`src/rtl/cc_timer_pkg.sv`:
```
package cc_timer_pkg;
  localparam int ADDR_W = 2;
  localparam int CTRL_W = 8;

  typedef enum logic [1:0] {
    EDGE_FALL = 2'b00,
    EDGE_RISE = 2'b01,
    EDGE_NONE = 2'b10,
    EDGE_BOTH = 2'b11
  } edge_sel_e;

  typedef struct packed {
    edge_sel_e q_edge;
    edge_sel_e p_edge;
    logic      a_from_q;
    logic      b_cap;
    logic      a_cap;
    logic      restart_en;
  } ctrl_t;

  localparam logic [ADDR_W-1:0] ADR_CTRL  = 2'd0;
  localparam logic [ADDR_W-1:0] ADR_A     = 2'd1;
  localparam logic [ADDR_W-1:0] ADR_B     = 2'd2;
  localparam logic [ADDR_W-1:0] ADR_COUNT = 2'd3;
endpackage

```
`src/rtl/cc_edge_det.sv`:
```
module cc_edge_det
  import cc_timer_pkg::*;
#(
  parameter int SYNC_STAGES = 2
) (
  input  logic      clk,
  input  logic      rst,
  input  logic      din,
  input  edge_sel_e sel,
  input  logic      en,
  output logic      hit
);
  localparam int LAST = SYNC_STAGES;

  logic [LAST:0] shreg;
  logic          cur, prev, rise, fall;

  always_ff @(posedge clk) begin
    if (rst) shreg <= '0;
    else     shreg <= {shreg[LAST-1:0], din};
  end

  assign cur  = shreg[LAST-1];
  assign prev = shreg[LAST];
  assign rise = cur & ~prev;
  assign fall = ~cur & prev;

  always_comb begin
    unique case (sel)
      EDGE_FALL: hit = en & fall;
      EDGE_RISE: hit = en & rise;
      EDGE_BOTH: hit = en & (rise | fall);
      default:   hit = 1'b0;
    endcase
  end

  p_prohib_r3: assert property (@(posedge clk) disable iff (rst)
    (sel == EDGE_NONE) |-> !hit);
  p_stable_pin_r3: assert property (@(posedge clk) disable iff (rst)
    (cur == prev) |-> !hit);
endmodule

```
`src/rtl/cc_chan.sv`:
```
module cc_chan #(
  parameter int CNT_W = 16
) (
  input  logic             clk,
  input  logic             rst,
  input  logic             wr,
  input  logic [CNT_W-1:0] wdata,
  input  logic             cap_mode,
  input  logic             cap_evt,
  input  logic [CNT_W-1:0] cnt,
  output logic [CNT_W-1:0] val,
  output logic             irq
);
  logic match, match_d;

  always_ff @(posedge clk) begin
    if (rst)                       val <= '0;
    else if (cap_mode && cap_evt)  val <= cnt;
    else if (wr)                   val <= wdata;
  end

  assign match = !cap_mode && (val == cnt);

  always_ff @(posedge clk) begin
    if (rst) begin
      match_d <= 1'b1;
      irq     <= 1'b0;
    end else begin
      match_d <= match;
      irq     <= match & ~match_d;
    end
  end

  p_capture_r6: assert property (@(posedge clk) disable iff (rst)
    (cap_mode && cap_evt) |=> (val == $past(cnt)));
  p_irq_pulse_r5: assert property (@(posedge clk) disable iff (rst)
    irq |=> !irq);
  p_noirq_cap_r5: assert property (@(posedge clk) disable iff (rst)
    ($past(cap_mode) && cap_mode) |-> !irq);
endmodule

```
`src/rtl/cc_timer.sv`:
```
module cc_timer
  import cc_timer_pkg::*;
#(
  parameter int CNT_W       = 16,
  parameter int SYNC_STAGES = 2
) (
  input  logic              clk,
  input  logic              rst,
  input  logic              tick,
  input  logic              trig_p,
  input  logic              trig_q,
  input  logic              wr_en,
  input  logic [ADDR_W-1:0] addr,
  input  logic [CNT_W-1:0]  wdata,
  output logic [CNT_W-1:0]  rdata,
  output logic              irq_a,
  output logic              irq_b
);
  ctrl_t            ctrl;
  logic [CNT_W-1:0] cnt, val_a, val_b;
  logic             p_ev, q_ev, q_allow, clr, a_trig;

  always_ff @(posedge clk) begin
    if (rst)                            ctrl <= '0;
    else if (wr_en && addr == ADR_CTRL) ctrl <= ctrl_t'(wdata[CTRL_W-1:0]);
  end

  assign q_allow = !(ctrl.a_cap && ctrl.a_from_q && ctrl.q_edge == EDGE_BOTH);

  cc_edge_det #(.SYNC_STAGES(SYNC_STAGES)) u_p_det (
    .clk(clk), .rst(rst), .din(trig_p), .sel(ctrl.p_edge), .en(1'b1), .hit(p_ev));
  cc_edge_det #(.SYNC_STAGES(SYNC_STAGES)) u_q_det (
    .clk(clk), .rst(rst), .din(trig_q), .sel(ctrl.q_edge), .en(q_allow), .hit(q_ev));

  assign clr    = ctrl.restart_en & p_ev;
  assign a_trig = ctrl.a_from_q ? q_ev : p_ev;

  always_ff @(posedge clk) begin
    if (rst)       cnt <= '0;
    else if (clr)  cnt <= '0;
    else if (tick) cnt <= cnt + 1'b1;
  end

  cc_chan #(.CNT_W(CNT_W)) u_chan_a (
    .clk(clk), .rst(rst), .wr(wr_en && addr == ADR_A), .wdata(wdata),
    .cap_mode(ctrl.a_cap), .cap_evt(a_trig), .cnt(cnt), .val(val_a), .irq(irq_a));
  cc_chan #(.CNT_W(CNT_W)) u_chan_b (
    .clk(clk), .rst(rst), .wr(wr_en && addr == ADR_B), .wdata(wdata),
    .cap_mode(ctrl.b_cap), .cap_evt(p_ev), .cnt(cnt), .val(val_b), .irq(irq_b));

  always_ff @(posedge clk) begin
    if (rst) rdata <= '0;
    else begin
      unique case (addr)
        ADR_CTRL: rdata <= CNT_W'(ctrl);
        ADR_A:    rdata <= val_a;
        ADR_B:    rdata <= val_b;
        default:  rdata <= cnt;
      endcase
    end
  end

  p_clear_r4: assert property (@(posedge clk) disable iff (rst)
    clr |=> (cnt == '0));
  p_count_r2: assert property (@(posedge clk) disable iff (rst)
    (tick && !clr) |=> (cnt == CNT_W'($past(cnt) + 1'b1)));
  p_hold_r2: assert property (@(posedge clk) disable iff (rst)
    (!tick && !clr) |=> $stable(cnt));
  p_q_ignored_r8: assert property (@(posedge clk) disable iff (rst)
    !q_allow |-> !q_ev);
endmodule

```
`config.mk`:
```
export PLATFORM = sky130hd
export DESIGN_NAME = cc_timer
export DESIGN_NICKNAME = d
export VERILOG_FILES = /design/src/rtl/cc_timer_pkg.sv /design/src/rtl/cc_edge_det.sv /design/src/rtl/cc_chan.sv /design/src/rtl/cc_timer.sv
export SDC_FILE = /design/constraint.sdc
export NUM_CORES = 1
export LEC_CHECK = 0
export BUFFER_PORTS_ARGS = -buffer_cell sky130_fd_sc_hd__buf_2
export CORE_ASPECT_RATIO = 0.7
export CORE_UTILIZATION = 59
export CTS_CLUSTER_DIAMETER = 120
export DETAILED_ROUTE_END_ITERATION = 16
export PLACE_DENSITY = 0.8
export SLEW_MARGIN = 15
export SYNTH_ARGS = -nofsm -noshare
export SYNTH_HDL_FRONTEND = slang
export SYNTH_SLANG_ARGS = --single-unit
export TNS_END_PERCENT = 50
```
`constraint.sdc`:
```
create_clock -name clk -period 1.9 [get_ports clk]
set_input_delay 0.19 -clock clk [delete_from_list [all_inputs] [get_ports clk]]
set_output_delay 0.19 -clock clk [all_outputs]
set_load 0.01 [all_outputs]
```
==> reports/metrics.csv <==
metric;value;unit
status;completed;
arrival;2.05;ns
grt_pass1_vias;3511;
dp.final_hpwl;7.89;mm
ant_nets;0;
wl_per_cell;19.9;microns
synthSimpleGateAreaFrac;18.3;%
cts_buffers;9;
fin_nets;512;
diodes;0;
grt_max_degree;54;
grt_util_all_layers;32.9;%
synthArstFlopShare;0;%
timing_worst_setup_path_type;reg2reg;
synth.area.mux_share;13.2;%
clk_pin_slew;0.08;ns
layout_common_cells;82 x dfxtp_1, 41 x buf_2, 38 x nor2_1;
clock.fmax;0.554;GHz
row_count;25;
drc_errors;0;
rsz0062_at_grt;true;
clk_root_buffer_cell;clkbuf_8;
synth_edf_count;0;
die_width;102;microns
p_leak;1.94;nW
drtIter0Drc;373;
syn_avg_cell_area;9.20;sq um
dp_slack;-0.144;ns
clkSinkCount;82;
synth_seq_cells;82;
port-buffer-count;41;
synthTopCellsByArea;dfxtp_1 39%, xor2_1 6.9%, mux2_2 6.5%;
clock_path_buffers;2;
worstHoldStart;trig_q;
worst_setup_path_end_kind;register;
relSlewSlack;56.1;%
synth-adder-area-share;1.50;%
final_layout_size_suffix_gt1_share;25.7;%
worst_pin_slew;0.657;ns
period_needed;1.80;ns
area_growth_syn_to_layout;12.6;%
synth_area_leader_cell;dfxtp_1;
clk_latency;0.36;ns
start_kind;register;
synth_cell_types;35;
coreArea;6790;sq um
synth_top_family_by_area;simple AND/OR/NAND/NOR gates;
viasPerCell;6.41;
mostFrequentLayoutCell;dfxtp_1;
r2r_setup_slack;0.1;ns
cts_setup_buffers;0;
p_per_area;740;nW/um^2
synth_compound_area_share;12.0;%
hold_viol;0;
setup_violations;0;
die-area;7410;sq um
cp_data_required_time;2.15;ns
cp_max_fo;12;
antenna_found_initial;0;
synth_xor_area_share;9.88;%
synth_warnings;0;
rr_worst_depth;7;
synth_seq_area_share;39.4;%
ys.flop_type;dfxtp_1;
globalRoute.totalOverflow;0;
worstHoldPathType;in2reg;
layout_setup_ws;0.0962;ns
r2r_start;u_p_det.shreg[1]$_SDFF_PP0_;
vias;3725;
die_h;72.3;microns
period_share;94.9;%
holdPathStages;2;
drv_slew;0;
ioPinCount;42;
fin_hold_ws;0.0552;ns
syn_area;4170;sq um
grt_pass1_wl;18.1;mm
syn-num-nets;482;
timing.rr.end;u_chan_b.val[11]$_SDFFE_PP0P_;
wirelength;11.6;mm
cts_tree;done;
h-tree-depth;3;
dr.pass1.iters;5;
total_power;3.47;mW
start_util;61.4;%
peakVddDrop;0.000390;V
netlist_instances;453;
fillers;515;
whs_endpoint;u_q_det.shreg[0]$_SDFF_PP0_;
finClkSkew;0.0104;ns
cap_violations;0;
globalplace.congestion;0.907;
netlist.area_leader.share;39.4;%
-- what timing repair did --
item / CTS / global route
endpoints found under the setup margin: 16 / 4
hold buffers: 0 / 0
resized for setup: 1 / 1
-- layer usage --
layer	vias up	GRT usage (%)	wire length [microns]
met1	1730	44.4	4710
met5	-	0	0
met4	0	10.8	253
li1	1662	-	-
met2	287	48.5	5190
met3	46	12.2	1420
-- cells in the mapped netlist (8+ instances only) --
cell type and number:
a21oi_1 17, a22oi_1 8, a311oi_1 8, a311oi_2 10, a31oi_1 16, clkbuf_1 39
dfxtp_1 82, mux2_2 24, mux2i_1 10, mux4_2 8, nand2_1 23, nand3_1 20
nor2_1 38, nor2b_1 14, nor3_1 34, nor4_1 12, xnor2_1 14, xor2_1 33
-- area by class of cell --
cell class                 count  area (sq um)  share of cell area [%]
clock inverter                 3          40.0                   0.853
timing repair buffer          69           428                    9.12
multi-input combinational    314          2290                    48.9
clock buffer                  12           145                    3.09
inverter                       7          26.3                   0.560
tap                           94           118                    2.51
sequential                    82          1640                    35.0
-- through the flow --
| step | utilization (%) | std cells | setup TNS, ns | cell area (sq um) |
|---|---|---|---|---|
| after global routing | 69.1 | 581 | -0.00709 | 4690 |
| after floorplan | - | 453 | 0 | 4170 |
| after CTS | 69.1 | 581 | 0 | 4690 |
| final | 69.1 | 581 | 0 | 4690 |
| after global placement | 66.3 | 566 | -0.0291 | 4500 |
| after detailed placement | 66.3 | 566 | -1.98 | 4500 |
-- worst max-delay path, stage by stage, from the launching register on --
cell      delay [ns]
dfxtp_1         0.34
inv_1           0.06
ha_1            0.29
nand3b_1        0.18
o21ai_1         0.18
buf_4           0.26
a21oi_1         0.09
a311oi_1        0.31
-- where the power goes --
part / switching (mW) / total (mW) / internal (mW)
clock network: 0.618 / 1.25 / 0.634
logic: 0.229 / 0.402 / 0.173
registers: 0.0433 / 1.82 / 1.77
-- state kept, by name, summed over array words and instances, names as in the netlist --
signal,cells
cnt,16
ctrl,8
rdata,16
u_chan_a.irq,1
u_chan_a.match_d,1
u_chan_a.val,16
u_chan_b.irq,1
u_chan_b.match_d,1
u_chan_b.val,16
u_p_det.shreg,3
u_q_det.shreg,3
-- kinds of logic after synthesis --
family | after synthesis
AND/OR/NAND/NOR | 156
flip-flops | 82
AO/OA/AOI/OAI | 64
buffers and inverters | 57
XOR/XNOR | 47
multiplexers | 42
adder cells (fa/ha/maj) | 5
-- worst max path at each step --
stage,from,to,slack (ns),cells after the start
CTS,u_p_det.shreg[1]$_SDFF_PP0_,u_chan_a.val[6]$_SDFFE_PP0P_,0.08,6
global route,cnt[6]$_SDFFE_PP0P_,cnt[15]$_SDFFE_PP0P_,-0.007,4
global placement,u_p_det.shreg[1]$_SDFF_PP0_,u_chan_a.val[12]$_SDFFE_PP0P_,-0.006,6
detailed placement,u_p_det.shreg[1]$_SDFF_PP0_,u_chan_a.val[2]$_SDFFE_PP0P_,-0.14,6
floorplan,u_p_det.shreg[1]$_SDFF_PP0_,u_chan_a.val[0]$_SDFFE_PP0P_,0.14,9
finish,u_p_det.shreg[1]$_SDFF_PP0_,u_chan_b.val[11]$_SDFFE_PP0P_,0.1,7
No activity file was read; power rests on OpenSTA's default activity.
